### config.mk
export PLATFORM = sky130hd
export DESIGN_NAME = osd_raster_pos
export DESIGN_NICKNAME = d
export VERILOG_FILES = /design/src/rtl/osd_raster_pkg.sv /design/src/rtl/osd_retrace_edge.sv /design/src/rtl/osd_hpos.sv /design/src/rtl/osd_vpos.sv /design/src/rtl/osd_raster_pos.sv
export SDC_FILE = /design/constraint.sdc
export NUM_CORES = 1
export LEC_CHECK = 0
export CORE_MARGIN = 2
export CORE_UTILIZATION = 50
export DETAILED_ROUTE_END_ITERATION = 10
export DONT_BUFFER_PORTS = 1
export MAX_ROUTING_LAYER = met4
export PLACE_DENSITY = 0.78
export SLEW_MARGIN = 5
export SYNTH_ARGS = -nofsm -noshare
export SYNTH_HDL_FRONTEND = slang
export SYNTH_SLANG_ARGS = --single-unit
### constraint.sdc
create_clock -name clk -period 3.7 [get_ports clk]
set_clock_uncertainty 0.1 [all_clocks]
set_input_delay 0.185 -clock clk [delete_from_list [all_inputs] [get_ports clk]]
set_output_delay 0.185 -clock clk [all_outputs]
set_load 0.005 [all_outputs]
### src/rtl/osd_raster_pkg.sv
package osd_raster_pkg;
    localparam int CELL_DOTS  = 12;
    localparam int FONT_LINES = 18;
    localparam int GRID_COLS  = 30;
    localparam int GRID_ROWS  = 15;
    localparam int H_STEP     = 6;
    localparam int V_STEP     = 4;
    localparam int ORIGIN_W   = 8;
    localparam int GAP_W      = 5;
    localparam int HGT_W      = 6;
endpackage

### src/rtl/osd_retrace_edge.sv
module osd_retrace_edge (
    input  logic clk,
    input  logic rst_n,
    input  logic level_in,
    input  logic act_high,
    output logic edge_o
);
    typedef struct packed {
        logic was_act;
    } edge_st_t;

    edge_st_t s_d, s_q;
    logic     act;

    always_comb begin
        act         = act_high ? level_in : ~level_in;
        s_d.was_act = act;
        edge_o      = act & ~s_q.was_act;
    end

    // Reset as "already active" so a pulse held through reset is not an edge
    always_ff @(posedge clk or negedge rst_n) begin
        if (!rst_n) s_q <= '{was_act: 1'b1};
        else        s_q <= s_d;
    end
endmodule

### src/rtl/osd_hpos.sv
module osd_hpos #(
    parameter int CELL_DOTS = osd_raster_pkg::CELL_DOTS,
    parameter int GRID_COLS = osd_raster_pkg::GRID_COLS,
    parameter int H_STEP    = osd_raster_pkg::H_STEP,
    parameter int ORIGIN_W  = osd_raster_pkg::ORIGIN_W,
    localparam int DOT_W    = $clog2(CELL_DOTS),
    localparam int COL_W    = $clog2(GRID_COLS),
    localparam int CNT_W    = $clog2((2**ORIGIN_W - 1) * H_STEP + 2) + 1
) (
    input  logic                clk,
    input  logic                rst_n,
    input  logic                line_start,
    input  logic [ORIGIN_W-1:0] h_origin,
    output logic                h_on,
    output logic [COL_W-1:0]    col,
    output logic [DOT_W-1:0]    dot
);
    typedef struct packed {
        logic [CNT_W-1:0] cnt;
        logic             on;
        logic             done;
        logic [COL_W-1:0] col;
        logic [DOT_W-1:0] dot;
    } h_st_t;

    h_st_t            s_d, s_q;
    logic [CNT_W-1:0] origin;

    always_comb begin
        s_d    = s_q;
        origin = CNT_W'(h_origin) * CNT_W'(H_STEP);
        if (line_start) begin
            s_d.cnt  = '0;
            s_d.on   = (origin == '0);
            s_d.done = 1'b0;
            s_d.col  = '0;
            s_d.dot  = '0;
        end else begin
            if (s_q.cnt != '1) s_d.cnt = s_q.cnt + CNT_W'(1);
            if (s_q.on) begin
                if (s_q.dot == DOT_W'(CELL_DOTS - 1)) begin
                    s_d.dot = '0;
                    if (s_q.col == COL_W'(GRID_COLS - 1)) begin
                        s_d.on   = 1'b0;
                        s_d.done = 1'b1;
                        s_d.col  = '0;
                    end else begin
                        s_d.col = s_q.col + COL_W'(1);
                    end
                end else begin
                    s_d.dot = s_q.dot + DOT_W'(1);
                end
            end else if (!s_q.done && (s_q.cnt + CNT_W'(1) == origin)) begin
                s_d.on  = 1'b1;
                s_d.col = '0;
                s_d.dot = '0;
            end
        end
        h_on = s_q.on;
        col  = s_q.col;
        dot  = s_q.dot;
    end

    always_ff @(posedge clk or negedge rst_n) begin
        if (!rst_n) s_q <= '{cnt: '0, on: 1'b0, done: 1'b1, col: '0, dot: '0};
        else        s_q <= s_d;
    end
endmodule

### src/rtl/osd_vpos.sv
module osd_vpos #(
    parameter int FONT_LINES = osd_raster_pkg::FONT_LINES,
    parameter int GRID_ROWS  = osd_raster_pkg::GRID_ROWS,
    parameter int V_STEP     = osd_raster_pkg::V_STEP,
    parameter int ORIGIN_W   = osd_raster_pkg::ORIGIN_W,
    parameter int GAP_W      = osd_raster_pkg::GAP_W,
    parameter int HGT_W      = osd_raster_pkg::HGT_W,
    localparam int ROW_W     = $clog2(GRID_ROWS),
    localparam int FL_W      = $clog2(FONT_LINES),
    localparam int P_W       = ((GAP_W > HGT_W) ? GAP_W : HGT_W) + 1,
    localparam int CNT_W     = $clog2((2**ORIGIN_W - 1) * V_STEP + 2) + 1
) (
    input  logic                clk,
    input  logic                rst_n,
    input  logic                line_start,
    input  logic                frame_start,
    input  logic [ORIGIN_W-1:0] v_origin,
    input  logic [GAP_W-1:0]    row_gap,
    input  logic [HGT_W-1:0]    char_lines,
    output logic                v_char,
    output logic [ROW_W-1:0]    row,
    output logic [FL_W-1:0]     font_row
);
    typedef struct packed {
        logic [CNT_W-1:0] cnt;
        logic             on;
        logic             done;
        logic [ROW_W-1:0] row;
        logic [P_W-1:0]   pos;
        logic [FL_W-1:0]  font;
        logic [P_W-1:0]   acc;
    } v_st_t;

    v_st_t            s_d, s_q;
    logic [CNT_W-1:0] origin;
    logic [P_W-1:0]   hgt, top, pitch, acc_sum;

    always_comb begin
        s_d     = s_q;
        origin  = CNT_W'(v_origin) * CNT_W'(V_STEP);
        hgt     = (char_lines < HGT_W'(FONT_LINES)) ? P_W'(FONT_LINES) : P_W'(char_lines);
        top     = P_W'(row_gap >> 1);
        pitch   = P_W'(row_gap) + hgt;
        acc_sum = s_q.acc + P_W'(FONT_LINES);
        if (frame_start) begin
            s_d.cnt  = '0;
            s_d.on   = (origin == '0);
            s_d.done = 1'b0;
            s_d.row  = '0;
            s_d.pos  = '0;
            s_d.font = '0;
            s_d.acc  = '0;
        end else if (line_start) begin
            if (s_q.cnt != '1) s_d.cnt = s_q.cnt + CNT_W'(1);
            if (s_q.on) begin
                if (s_q.pos == pitch - P_W'(1)) begin
                    s_d.pos = '0;
                    if (s_q.row == ROW_W'(GRID_ROWS - 1)) begin
                        s_d.on   = 1'b0;
                        s_d.done = 1'b1;
                        s_d.row  = '0;
                    end else begin
                        s_d.row = s_q.row + ROW_W'(1);
                    end
                end else begin
                    s_d.pos = s_q.pos + P_W'(1);
                end
                // Font line stepping: add 18 per line, take one step per height
                if (s_d.pos == top) begin
                    s_d.font = '0;
                    s_d.acc  = '0;
                end else if (s_d.pos > top && s_d.pos < top + hgt) begin
                    if (acc_sum >= hgt) begin
                        s_d.font = s_q.font + FL_W'(1);
                        s_d.acc  = acc_sum - hgt;
                    end else begin
                        s_d.acc  = acc_sum;
                    end
                end
            end else if (!s_q.done && (s_q.cnt + CNT_W'(1) == origin)) begin
                s_d.on   = 1'b1;
                s_d.row  = '0;
                s_d.pos  = '0;
                s_d.font = '0;
                s_d.acc  = '0;
            end
        end
        v_char   = s_q.on && (s_q.pos >= top) && (s_q.pos < top + hgt);
        row      = s_q.row;
        font_row = s_q.font;
    end

    always_ff @(posedge clk or negedge rst_n) begin
        if (!rst_n) s_q <= '{cnt: '0, on: 1'b0, done: 1'b1, row: '0, pos: '0, font: '0, acc: '0};
        else        s_q <= s_d;
    end
endmodule

### src/rtl/osd_raster_pos.sv
module osd_raster_pos
    import osd_raster_pkg::*;
(
    input  logic       clk,
    input  logic       rst_n,
    input  logic       h_retrace,
    input  logic       v_retrace,
    input  logic       retrace_act_high,
    input  logic [7:0] h_origin,
    input  logic [7:0] v_origin,
    input  logic [4:0] row_gap,
    input  logic [5:0] char_lines,
    output logic       in_area,
    output logic [3:0] row_idx,
    output logic [4:0] col_idx,
    output logic [4:0] font_row,
    output logic [3:0] dot_idx
);
    localparam int N_FLY = 2;

    logic [N_FLY-1:0] fly_in, fly_edge;
    logic             h_on, v_char;
    logic [3:0]       row_w, dot_w;
    logic [4:0]       col_w, font_w;

    assign fly_in = {v_retrace, h_retrace};

    for (genvar g = 0; g < N_FLY; g++) begin : g_fly
        osd_retrace_edge u_edge (
            .clk      (clk),
            .rst_n    (rst_n),
            .level_in (fly_in[g]),
            .act_high (retrace_act_high),
            .edge_o   (fly_edge[g])
        );
    end

    osd_hpos #(
        .CELL_DOTS (CELL_DOTS),
        .GRID_COLS (GRID_COLS),
        .H_STEP    (H_STEP),
        .ORIGIN_W  (ORIGIN_W)
    ) u_hpos (
        .clk        (clk),
        .rst_n      (rst_n),
        .line_start (fly_edge[0]),
        .h_origin   (h_origin),
        .h_on       (h_on),
        .col        (col_w),
        .dot        (dot_w)
    );

    osd_vpos #(
        .FONT_LINES (FONT_LINES),
        .GRID_ROWS  (GRID_ROWS),
        .V_STEP     (V_STEP),
        .ORIGIN_W   (ORIGIN_W),
        .GAP_W      (GAP_W),
        .HGT_W      (HGT_W)
    ) u_vpos (
        .clk         (clk),
        .rst_n       (rst_n),
        .line_start  (fly_edge[0]),
        .frame_start (fly_edge[1]),
        .v_origin    (v_origin),
        .row_gap     (row_gap),
        .char_lines  (char_lines),
        .v_char      (v_char),
        .row         (row_w),
        .font_row    (font_w)
    );

    always_comb begin
        in_area  = h_on & v_char;
        row_idx  = in_area ? row_w  : '0;
        col_idx  = in_area ? col_w  : '0;
        font_row = in_area ? font_w : '0;
        dot_idx  = in_area ? dot_w  : '0;
    end
endmodule

* After elaboration in Yosys (flattened, before gate mapping)
Index checks and enable logic that the tools add are counted.
** Storage, ports and cells
- Logic and storage cells :: 118
- Register bits :: 61
- Bits of input ports :: 32
- Output and inout bits :: 19
** Operators by class
- Equal/unequal tests :: 13
- Order comparisons :: 6
- $add $sub $neg :: 12
- Multiplexer cells :: 37
- Multiply operators :: 1
- Reduce and logical (&&, ||, !) cells :: 28
- Bitwise operators :: 7
** Operator list (count)
- 36-bit 2-to-1 mux :: 2
- 23-bit 2-to-1 mux :: 3
- 7-bit 2-to-1 mux :: 6
- 12-bit 2-to-1 mux :: 3
- 11-bit logical NOT :: 2
- 5-bit 2-to-1 mux :: 4
- 9-bit 2-to-1 mux :: 2
- 2-bit nonzero test :: 9
- 4-bit 2-to-1 mux :: 4
- 7-bit < comparator :: 2
- 12-bit by 1-bit adder with 12-bit output (second input constant) :: 1
- 12-bit by 11-bit == test with 1-bit output :: 1
- 6-bit 2-to-1 mux :: 2
- 12-bit != test (second input constant) :: 1
- 11-bit by 1-bit adder with 11-bit output (second input constant) :: 1
- 11-bit by 10-bit == test with 1-bit output :: 1
- 11-bit 2-to-1 mux :: 1
- 11-bit != test (second input constant) :: 1
- 5-bit by 1-bit adder with 5-bit output (second input constant) :: 2
- 8-bit by 2-bit multiplier with 10-bit output (second input constant) :: 1
- 3-bit AND reduction :: 3
- 4-bit by 1-bit adder with 4-bit output (second input constant) :: 2
- 4-bit == test (second input constant) :: 2
- 1-bit 2-to-1 mux :: 8
- 23 further kinds :: 40

* Logic depth before layout (Yosys ltp)
Gate-level depths: netlist of run 1.
- Depth after elaboration :: 16
- Gate-level depth with buffers :: 25
- Gate-level depth less buffers :: 23

* Cells and area by module
From an unflattened synthesis of run 1, not the netlist that was laid out.
** Second synthesis, totals
- Cell total of the unflattened synthesis :: 695
- Area total of the unflattened synthesis :: 6029.5 um^2
** Modules (own cells, without submodules)
- osd_vpos :: times used 1, seq. area each 902.1 um^2, cells each 459, area each 3836.2 um^2
- osd_hpos :: times used 1, seq. area each 576.8 um^2, cells each 209, area each 1955.6 um^2
- osd_raster_pos :: times used 1, seq. area each 0.0 um^2, cells each 21, area each 150.1 um^2
- osd_retrace_edge :: times used 2, seq. area each 26.3 um^2, cells each 3, area each 43.8 um^2

* Least setup slack after synthesis of run 1
No wires, ideal clock.
- Path type :: input -> register
- Start :: input port char_lines[5]
- End :: register u_vpos.s_q[2] (netlist name)
- Setup slack :: -1.253 ns
- Setup time :: 0.128 ns
- Data required time :: 3.472 ns
- Path buffers :: 3
- Arrival :: 4.726 ns
- Stages :: 24
- Cell sequence :: clkbuf_1 nor2_1 or2_2 inv_1 ha_1 inv_1 ha_1 inv_1 fa_1 xnor2_1 nor3_1 nand4b_1 nor4_4 buf_2 buf_1 nor2_1 ha_1 inv_1 o31a_1 o311a_1 a21oi_1 nand2_1 a21oi_2 mux2_1
** On the way
- Cells in the longest elaborated chain, start to end :: 14
- Elaborated cells on any way between the ends :: 24
- Those cells by class :: 4 x add/sub; 4 x order compare; 3 x eq/ne; 11 x mux; 2 x reduce/logical
** Ends and longest elaborated chain
- start, declared :: line osd_raster_pos.sv:12 : input logic [5:0] char_lines,
- 6-bit by 5-bit < comparator with 1-bit output :: line osd_vpos.sv:41 : hgt = (char_lines < HGT_W'(FONT_LINES)) ? P_W'(FONT_LINES) : P_W'(char_lines);
- 6-bit 2-to-1 mux (*) :: line osd_vpos.sv:41
- parallel branches: the longest is 12 deep, another holds 5-bit by 7-bit adder with 7-bit output
- end signal, assigned :: line osd_vpos.sv:94 : if (!rst_n) s_q <= '{cnt: '0, on: 1'b0, done: 1'b1, row: '0, pos: '0, font: '0, acc: '0};
- end, declared :: line osd_vpos.sv:34 : v_st_t s_d, s_q;
Every way passes the cells marked *. The select of a mux whose other input is x is not followed.
A chain may end at the register's enable or synchronous reset.

* Worst setup path after layout of run 1
- Start :: input port char_lines[2]
- End :: register u_vpos.s_q[3] (netlist name)
Same word-level chain as after synthesis.

==> reports/metrics.yaml, run 1 <==
async_flop_share_pct: 100
worst_slew_pin_slew_ns: 0.865
setup_ws_ns: -0.563
synth-compound-area-share_pct: 20.0
cts-root-buf: "clkbuf_16"
dieArea_um2: 12200
synthMuxAreaShare_pct: 2.87
fin_tns_setup_ns: -6.10
nets: 796
cts_buffers: 9
dp_cells: 809
drtIter0Drc: 259
final_antenna_net_count: 0
synthAdderAreaFrac_pct: 14.6
start_kind: "primary input"
clock_path_buffers: 2
vias: 5022
synthToLayoutAreaGrowth_pct: 19.3
rows: 38
status: "complete, but fails checks"
synth_cell_type_count: 77
ys_seq_area_share_pct: 27.0
cts_tree: "yes"
synth_top_family_by_area: "simple AND/OR/NAND/NOR gates"
io_buffers: 0
crit_type: "in2reg"
avgSynthCellArea_um2: 8.74
grt_pass1_vias: 5068
fin_crit_sh_pct: 115
drv_cap: 0
mappedNetlistNets: 745
drv_slew: 0
overflow: 0
yosys.area_share.simple_pct: 20.4
gr-usage-all-layers_pct: 23.4
drc: 0
critPathCaptureType: "flop"
fin_crit_ns: 4.26
die_y_um: 111
cts.reportedPaths.clkPinSlew_ns: 0.05
io_pins: 51
path_max_fanout: 5
crit_chain: "o21a_1 -> nor2_2 -> or2_4 -> inv_4 -> ha_4 -> inv_2 -> ha_4 -> inv_2 -> fa_1 -> xnor2_1 -> nor3_1 -> nand4b_1 -> nor4_4 -> buf_4 -> nor2_2 -> ha_1 -> o211ai_1 -> nor2_2 -> a21oi_2 -> a21o_1 -> nand2_2 -> a21oi_4 -> mux2_4"
setup_viol: 12
powerDensity_nw_per_um2: 524
crit_arrival_ns: 4.37
cts_htree_levels: 3
vdd_ir_drop_max_uv: 335
yosysWarnings: 0
die_w_um: 111
drive_gt1_share_pct: 19.3
postSynthCellCount: 649
crit_path_frequent_cell: "nor2_2"
rsz0062_at_grt: "yes"
wire_per_inst_um: 16.8
start_util_pct: 51.9
ys.flop_type: "dfrtp_1"
layoutNonFillerInstCount: 845
hpwl_um: 10200
grt_max_degree: 62
cpPeakStageDelay_ns: 0.47
antenna_found_initial: 0
ys_ff_latch: 61
synth-edff-count: 0
critPathSlowestCell: "fa_1"
firstDrtPassIters: 5
violations: "setup timing"
crit_family: "simple AND/OR/NAND/NOR gates"
clk_latency_ns: 0.33
hold_class: "in2reg"
crit_buf_inv: 4
netlist_area_um2: 5670
synthXorXnorAreaFrac_pct: 10.5
drt-total-wl_um: 14200
diodes: 0
cp.required_ns: 3.81
max_freq_mhz: 235
clock-sinks: 61
place_congestion: 0.950
core_area_um2: 10900
p_leak_nw: 3.06
grt_pass1_wl_um: 23400
slew_headroom_pct: 42.3
hold_viol: 0
vias_per_cell: 5.94
-- worst paths after layout --
| check | depth (start not counted) | endpoint | start | slack [ns] |
|---|---|---|---|---|
| max | 23 | u_vpos.s_q[3] | char_lines[2] | -0.56 |
| min | 3 | u_hpos.h_on | h_origin[7] | 0.04 |
| max reg2reg | 14 | u_vpos.s_q[3] | u_vpos.s_q[13] | 0.17 |
| min reg2reg | 2 | u_hpos.s_q[9] | u_hpos.s_q[9] | 0.43 |
| max in group asynchronous | 2 | u_hpos.s_q[9] | rst_n | 2.92 |
| min in group asynchronous | 2 | u_vpos.s_q[29] | rst_n | 0.27 |
-- cells by family after synthesis --
logic type,after synthesis
and+or+nand+nor,216
muxes,15
adders and majority gates,64
xor gates and xnor gates,68
buffers and inverters,63
AOI/OAI and AO/OA,162
DFF,61
-- Yosys cell counts, types with 4 or more instances --
master | instances | area, µm²
a211oi_1 | 5 | 37.5
a21o_1 | 12 | 90.1
a21oi_1 | 35 | 175
a22o_1 | 4 | 35.0
a31oi_1 | 6 | 37.5
and2_1 | 25 | 156
and3_1 | 6 | 37.5
clkbuf_1 | 12 | 45.0
dfrtp_1 | 57 | 1430
dfstp_2 | 4 | 105
fa_1 | 4 | 80.1
ha_1 | 60 | 751
inv_1 | 43 | 161
mux2_1 | 5 | 56.3
mux2_2 | 5 | 56.3
mux2i_1 | 5 | 50.1
nand2_1 | 25 | 93.8
nand2b_1 | 7 | 43.8
nand3_1 | 31 | 155
nand3b_1 | 4 | 30.0
nand4_1 | 7 | 43.8
nor2_1 | 53 | 199
nor2b_1 | 13 | 81.3
nor3_1 | 17 | 85.1
nor3b_1 | 4 | 30.0
nor4_1 | 6 | 37.5
o211ai_1 | 5 | 37.5
o21a_1 | 12 | 90.1
o21ai_0 | 29 | 145
o31a_1 | 6 | 52.6
o31ai_1 | 6 | 45.0
xnor2_1 | 40 | 350
xor2_1 | 28 | 245
-- worst register-to-register path, stage by stage (launching register included) --
cell,delay (ns)
dfrtp_1,0.41
xor2_1,0.15
nor3_1,0.19
nand4b_1,0.18
nor4_4,0.43
buf_4,0.22
nor2_2,0.04
ha_1,0.29
o211ai_1,0.22
nor2_2,0.10
a21oi_2,0.18
a21o_1,0.17
nand2_2,0.10
a21oi_4,0.29
mux2_4,0.33
-- cell usage in the layout, fill, tap and decap left out, drive strengths merged, types with 5 or more instances in the layout --
master	n
ha	60
dfrtp	57
buf	56
nor2	53
inv	43
xnor2	40
a21oi	36
nand3	31
o21ai	31
xor2	28
and2	26
nand2	25
nor3	17
nor2b	13
o21a	12
a21o	12
clkbuf	12
mux2	10
nand2b	7
nand4	7
and3	7
nor4	7
o31ai	7
o31a	6
a31oi	6
a211oi	6
o211ai	5
mux2i	5
-- metal layers --
layer,track usage (%),share of wire (%),vias to the layer above
met5,-,0,-
met4,9.50,2.8,0
met3,3.68,4.7,38
met1,29.5,43,2414
li1,-,-,2440
met2,37.8,49,130
-- repair_timing --
item	4_1_cts	5_1_grt
setup endpoints to repair	30	30
gates resized for setup	12	23
hold endpoints to repair	63	0
cloned	0	2
pin swaps	11	27
buffers inserted	7	7
hold buffers	5	0
-- sequential cells by signal (all words and copies together), names as in the netlist --
signal	cells
u_hpos.s_q	13
u_hpos.dot	4
g_fly.u_edge.s_q	2
u_hpos.col	5
u_vpos.s_q	27
u_hpos.h_on	1
u_vpos.font_row	5
u_vpos.row	4
-- cell type report --
cell class              instances  area (µm²)
well taps                     140         175
clock buffers                  12         256
fillers                       933        4170
flip-flops and latches         61        1530
clock inverters                 4        70.1
multi-input cells             525        4080
repair buffers                 60         488
inverters                      43         166
-- power breakdown --
| group | switching [mW] | leakage (nW) | internal (mW) | total (mW) |
|---|---|---|---|---|
| clock network | 0.302 | 0.163 | 0.624 | 0.926 |
| logic | 0.926 | 2.08 | 0.822 | 1.75 |
| registers | 0.115 | 0.816 | 0.759 | 0.874 |
| total | 1.34 | 3.06 | 2.21 | 3.55 |
-- through the flow --
step | setup WS (ns) | hold WS [ns] | power [mW] | cell area [µm²] | util, %
2_1_floorplan | -0.796 | -0.211 | 2.06 | 5810 | -
3_3_place_gp | -0.702 | -0.208 | 2.39 | 6150 | 56.2
3_5_place_dp | -0.928 | -0.208 | 2.45 | 6150 | 56.2
4_1_cts | -0.438 | 0.0261 | 3.46 | 6620 | 60.6
5_1_grt | -0.779 | 0.0752 | 3.78 | 6770 | 61.9
6_report | -0.563 | 0.0402 | 3.55 | 6770 | 61.9
Note: power is estimated with default switching activity, not from simulation.
==> run 2: changes to the inputs <==
--- a/config.mk
+++ b/config.mk
@@ -7,10 +7,12 @@
 export LEC_CHECK = 0
 export CORE_MARGIN = 2
 export CORE_UTILIZATION = 50
+export CTS_BUF_LIST = sky130_fd_sc_hd__clkbuf_4 sky130_fd_sc_hd__clkbuf_8 sky130_fd_sc_hd__clkbuf_16
 export DETAILED_ROUTE_END_ITERATION = 10
 export DONT_BUFFER_PORTS = 1
 export MAX_ROUTING_LAYER = met4
 export PLACE_DENSITY = 0.78
+export SKIP_LAST_GASP = 1
 export SLEW_MARGIN = 5
 export SYNTH_ARGS = -nofsm -noshare
 export SYNTH_HDL_FRONTEND = slang
==> run 2 against run 1 <==
  * The flow still finishes with violations (setup timing)
  * Wire length shrank 0.28%
  * Power grew 0.16%
  * Maximum frequency is 1.3% higher
  * Core utilization down 0.069 points
  * Critical path depth rose by 4
  * Register-to-register slack better by 0.04 ns
  * Sequential share of layout area is essentially flat
  * Worst hold slack worse by 0.0026 ns
  * Setup slack better by 0.056 ns
  * Clock power grew 1%
  * Die area did not move
==> reports/metrics.yaml, run 2 (synthesized netlist as in run 1, its figures left out) <==
drt-total-wl_um: 14200  # about the same
status: "complete, but fails checks"  # unchanged
clk_latency_ns: 0.33  # about the same
clock-sinks: 61  # unchanged
seq_power_share_pct: 24.6  # about the same
antenna_found_initial: 0  # unchanged
diodes: 0  # unchanged
cts-root-buf: "clkbuf_16"  # unchanged
regMostFlops: "u_vpos.s_q"  # unchanged
gr-usage-all-layers_pct: 23.4  # about the same
grt_max_degree: 62  # unchanged
reg_top3: "u_vpos.s_q: 27 flops, u_hpos.s_q: 13 flops"  # unchanged
violations: "setup timing"  # unchanged
cts_buffers: 9  # unchanged
rsz0062_at_grt: "yes"  # unchanged
layoutNonFillerInstCount: 844  # was 845
drtIter0Drc: 280  # was 259
slew_headroom_pct: 41.7  # was 42.3%
setup_ws_ns: -0.508  # was -0.563 ns
final_common_cell: "dfrtp_1"  # unchanged
multi_input_area_um2: 4070  # was 4080 µm²
path_max_fanout: 5  # unchanged
rows: 38  # unchanged
max_freq_mhz: 238  # was 235 MHz
p_int_mw: 2.21  # about the same
final_antenna_net_count: 0  # unchanged
synthToLayoutAreaGrowth_pct: 19.1  # was 19.3%
nets: 795  # was 796
cts_htree_levels: 3  # unchanged
switching_share_pct: 37.8  # was 37.9%
place_congestion: 0.950  # unchanged
cts.reportedPaths.clkPinSlew_ns: 0.05  # about the same
drc: 0  # unchanged
largest_register_ffs: 27  # unchanged
vias_per_cell: 5.93  # was 5.94
fillers: 934  # was 933
dp_cells: 809  # unchanged
ff_latch_area_um2: 1530  # unchanged
power_mw: 3.55  # about the same
final_cell_mix: "dfrtp_1 (57), ha_1 (56), buf_4 (52)"  # was dfrtp_1 (57), ha_1 (56), buf_4 (53)
start_kind: "primary input"  # unchanged
core_area_um2: 10900  # unchanged
wire_per_inst_um: 16.8  # about the same
vdd_ir_drop_max_uv: 345  # was 335 µV
hpwl_um: 10200  # unchanged
die_y_um: 111  # unchanged
io_pins: 51  # unchanged
setup_viol: 12  # unchanged
firstDrtPassIters: 5  # unchanged
dieArea_um2: 12200  # unchanged
crit_type: "in2reg"  # unchanged
comb_power_share_pct: 49.1  # was 49.3%
io_buffers: 0  # unchanged
p_leak_nw: 3.06  # about the same
hold_viol: 0  # unchanged
grt_pass1_vias: 5059  # was 5068
powerDensity_nw_per_um2: 526  # was 524 nW/µm²
critPathCaptureType: "flop"  # unchanged
crit_arrival_ns: 4.35  # was 4.37 ns
start_util_pct: 51.9  # unchanged
cp.required_ns: 3.84  # was 3.81 ns
fin_crit_sh_pct: 114  # was 115%
worst_slew_pin_slew_ns: 0.875  # was 0.865 ns
cts_tree: "yes"  # unchanged
grt_pass1_wl_um: 23300  # was 23400 µm
drv_slew: 0  # unchanged
overflow: 0  # unchanged
die_w_um: 111  # unchanged
switchingPower_mw: 1.34  # about the same
drive_gt1_share_pct: 18.9  # was 19.3%
fin_crit_ns: 4.21  # was 4.26 ns
vias: 5003  # was 5022
drv_cap: 0  # unchanged
clock_path_buffers: 2  # unchanged
power.clock.fraction_pct: 26.3  # was 26.1%
hold_class: "in2reg"  # unchanged
==> run 2: power by group through the flow <==
stage | registers [mW] | logic [mW] | clock network (mW)
finish | 0.874 | 1.75 | 0.935
global placement | 0.875 | 1.51 | 0
detailed placement | 0.880 | 1.57 | 0
global route | 0.889 | 1.93 | 0.966
floorplan | 0.850 | 1.21 | 0
CTS | 0.871 | 1.65 | 0.943
==> run 2: routing by layer <==
layer	vias up	share of wire (%)	wire length (µm)	global-route usage, %
met2	117	49	6910	38.2
met3	30	3.9	550	3.57
met4	0	2.8	403	9.25
met1	2411	44	6300	29.4
met5	-	0	0	-
li1	2445	-	-	-
==> run 2: repair_timing <==
action,in CTS,in global routing
buffers inserted,7,6
pin swaps,26,10
gates resized for setup,13,20
hold endpoints to repair,63,0
hold buffers,5,0
endpoints found under the setup margin,30,30
gates cloned,0,2
==> run 2: final cells by class <==
| type | count | area share (%) |
|---|---|---|
| Multi-Input combinational cell | 525 | 60.3 |
| Clock inverter | 4 | 1.04 |
| Tap cell | 140 | 2.59 |
| Inverter | 43 | 2.46 |
| Timing Repair Buffer | 59 | 7.11 |
| Clock buffer | 12 | 3.85 |
| Sequential cell | 61 | 22.7 |
==> run 2: worst paths after layout <==
path / endpoint / slack (ns) / cells after the start / from
min reg2reg: u_hpos.s_q[9] / 0.43 / 2 / u_hpos.s_q[9]
max: u_vpos.s_q[1] / -0.51 / 27 / char_lines[3]
max in group asynchronous: u_hpos.s_q[9] / 2.92 / 2 / rst_n
max reg2reg: u_vpos.s_q[1] / 0.21 / 18 / u_vpos.s_q[12]
min in group asynchronous: u_vpos.s_q[29] / 0.27 / 2 / rst_n
min: u_hpos.h_on / 0.04 / 3 / h_origin[7]
==> run 2: stage by stage <==
step	worst slack (ns)	setup TNS [ns]	hold WS, ns	util, %	area, µm²
finish	-0.508	-5.48	0.0376	61.8	6760
global route	-0.728	-8.44	0.0752	61.8	6760
CTS	-0.434	-4.75	0.0261	60.6	6630
detailed placement	-0.928	-10.48	-0.208	56.2	6150
global placement	-0.702	-7.78	-0.208	56.2	6150
floorplan	-0.796	-8.78	-0.211	-	5810
==> run 2: critical path, cell delays in order <==
cell and delay [ns]:
o21a_1 0.12, nor2_2 0.04, or2_4 0.23, inv_4 0.06, ha_4 0.19, inv_2 0.06, ha_4 0.12, inv_2 0.03
fa_1 0.46, xnor2_1 0.14, nor3_1 0.15, nand4b_1 0.18, nor4_4 0.43, buf_4 0.21, nor2_1 0.06, ha_1 0.32
o211ai_1 0.12, nor2_2 0.17, a21oi_2 0.09, a21o_1 0.22, buf_4 0.14, buf_4 0.12, buf_4 0.12, buf_4 0.12
a21oi_2 0.10, o21ai_1 0.06, o211ai_1 0.09
==> run 3: changes to the inputs <==
==> constraint.sdc (replaced) <==
create_clock -name clk -period 3.7 [get_ports clk]
set_clock_uncertainty 0.1 [all_clocks]
set_input_delay 0.185 -clock clk [delete_from_list [all_inputs] [get_ports clk]]
set_output_delay 0.185 -clock clk [all_outputs]
set_load 0.01 [all_outputs]
==> run 3 against run 2 <==
  * Non-clock buffer count decreased by 5
  * Sequential share of layout area increased by 0.12 points
  * The flow still finishes with violations (setup timing)
  * Global-route usage increased by 0.86 points
  * Via count increased by 0.54%
  * Worst hold slack improved by 0.18 ns
==> reports/metrics.yaml, run 3 (synthesized netlist as in run 1, its figures left out) <==
status: "complete, but fails checks"  # unchanged
violations: "setup timing"  # unchanged
crit_type: "in2reg"  # unchanged
final_cell_area_um2: 6720  # was 6760 µm²
setup_ws_ns: -0.503  # was -0.508 ns
dp_cells: 811  # was 809
final_cell_mix: "dfrtp_1 (57), ha_1 (54), buf_4 (46)"  # was dfrtp_1 (57), ha_1 (56), buf_4 (52)
whs_ns: 0.216  # was 0.0376 ns
cts.reportedPaths.clkPinSlew_ns: 0.05  # about the same
reg_top3: "u_vpos.s_q: 27 flops, u_hpos.s_q: 13 flops"  # unchanged
final_antenna_net_count: 0  # unchanged
powerDensity_nw_per_um2: 517  # was 526 nW/µm²
rrSetupSlack_ns: 0.22  # was 0.21 ns
cp.required_ns: 3.82  # was 3.84 ns
wire_per_inst_um: 17.1  # was 16.8 µm
clk_latency_ns: 0.34  # was 0.33 ns
gr-usage-all-layers_pct: 24.3  # was 23.4%
rows: 38  # unchanged
grt_pass1_wl_um: 24200  # was 23300 µm
hold_viol: 0  # unchanged
regMostFlops: "u_vpos.s_q"  # unchanged
vias_per_cell: 6.00  # was 5.93
setup_viol: 12  # unchanged
power_mw: 3.47  # was 3.55 mW
drtIter0Drc: 289  # was 280
max_freq_mhz: 238  # about the same
placed_cell_area_um2: 6170  # was 6150 µm²
path_max_fanout: 5  # unchanged
hold_class: "in2reg"  # unchanged
drc: 0  # unchanged
grt_max_degree: 62  # unchanged
fillers: 909  # was 934
io_buffers: 0  # unchanged
grt_pass1_vias: 5195  # was 5059
place_congestion: 0.938  # was 0.950
die_w_um: 111  # unchanged
drt-total-wl_um: 14300  # was 14200 µm
largest_register_ffs: 27  # unchanged
worst_slew_pin_slew_ns: 0.885  # was 0.875 ns
fin_crit_ns: 4.20  # was 4.21 ns
firstDrtPassIters: 5  # unchanged
start_util_pct: 51.9  # unchanged
cts_buffers: 9  # unchanged
synthToLayoutAreaGrowth_pct: 18.5  # was 19.1%
hpwl_um: 10300  # was 10200 µm
drive_gt1_share_pct: 18.9  # about the same
antenna_found_initial: 0  # unchanged
critPathCaptureType: "flop"  # unchanged
start_kind: "primary input"  # unchanged
drv_cap: 0  # unchanged
fin_crit_sh_pct: 114  # about the same
rsz0062_at_grt: "yes"  # unchanged
core_area_um2: 10900  # unchanged
nets: 790  # was 795
fin_util_pct: 61.5  # was 61.8%
diodes: 0  # unchanged
clock_path_buffers: 2  # unchanged
clock-sinks: 61  # unchanged
io_pins: 51  # unchanged
die_y_um: 111  # unchanged
cts_tree: "yes"  # unchanged
vias: 5030  # was 5003
drv_slew: 0  # unchanged
cts-root-buf: "clkbuf_16"  # unchanged
final_common_cell: "dfrtp_1"  # unchanged
dieArea_um2: 12200  # unchanged
overflow: 0  # unchanged
p_leak_nw: 3.01  # was 3.06 nW
slew_headroom_pct: 41.0  # was 41.7%
layoutNonFillerInstCount: 838  # was 844
crit_arrival_ns: 4.32  # was 4.35 ns
cts_htree_levels: 3  # unchanged
vdd_ir_drop_max_uv: 299  # was 345 µV
## run 3: cell types whose count changed in the layout (fill, tap and decap cells not counted), moves of 2 or more
cell,change
buf_4,-6
nor2_1,-4
nor2_2,+3
ha_1,-2
inv_1,+2
o21ai_1,-2
xor2_1,+2
xor2_2,-2
## run 3: metal layers
metal / vias up / track usage, % / routed length [µm]
li1: 2443 / - / -
met1: 2414 / 29.9 / 6190
met5: - / - / 0
met2: 145 / 40.7 / 7130
met3: 28 / 2.80 / 603
met4: 0 / 9.92 / 374
## run 3: path summary, 6_finish.rpt
path                           startpoint            endpoint  cells after the start
max                         char_lines[2]  u_vpos.font_row[0]                     24
min                           v_origin[7]      u_vpos.s_q[24]                      4
max reg2reg                u_vpos.s_q[12]  u_vpos.font_row[0]                     15
min reg2reg                 u_hpos.s_q[9]       u_hpos.s_q[9]                      2
max in group asynchronous           rst_n       u_hpos.s_q[9]                      2
min in group asynchronous           rst_n  u_vpos.font_row[1]                      2
## run 3: area by class of cell
type	count	area (µm²)	share of cell area [%]
Multi-Input combinational cell	525	4100	60.9
Clock buffer	11	253	3.76
Sequential cell	61	1530	22.8
Tap cell	140	175	2.61
Timing Repair Buffer	54	454	6.76
Inverter	43	164	2.44
Clock inverter	4	47.5	0.707
## run 3: critical path, stage by stage
cell and delay, ns:
o21a_1 0.12, nor2_2 0.04, or2_4 0.26, inv_4 0.07, ha_4 0.19, inv_2 0.06
ha_4 0.12, inv_2 0.03, fa_2 0.54, xnor2_1 0.07, nor3_1 0.13, nand4b_1 0.16
nor4_4 0.42, buf_4 0.24, buf_6 0.11, nor2_1 0.04, ha_2 0.33, nand2_2 0.06
o21ai_2 0.21, a21oi_2 0.08, a21oi_2 0.28, nor3_4 0.09, and2_1 0.20, mux2_2 0.27
## run 3: metrics by stage
step	worst slack [ns]	TNS, ns
floorplan	-0.796	-8.78
global placement	-0.704	-7.81
detailed placement	-0.883	-10.41
CTS	-0.367	-3.81
global route	-0.675	-10.80
finish	-0.503	-5.37
## run 3: power breakdown
group          total [mW]  leakage, nW  switching (mW)  internal, mW
clock network       0.852        0.147           0.301         0.551
logic                1.75         2.05           0.934         0.811
registers           0.875        0.816           0.116         0.759
total                3.47         3.01            1.35          2.12
## run 3: what timing repair did
item | 4_1_cts | 5_1_grt
pin swaps | 12 | 9
hold buffers | 6 | 0
resized for setup | 18 | 14
setup endpoints to repair | 30 | 31
buffers inserted | 2 | 4
hold endpoints to repair | 64 | 0
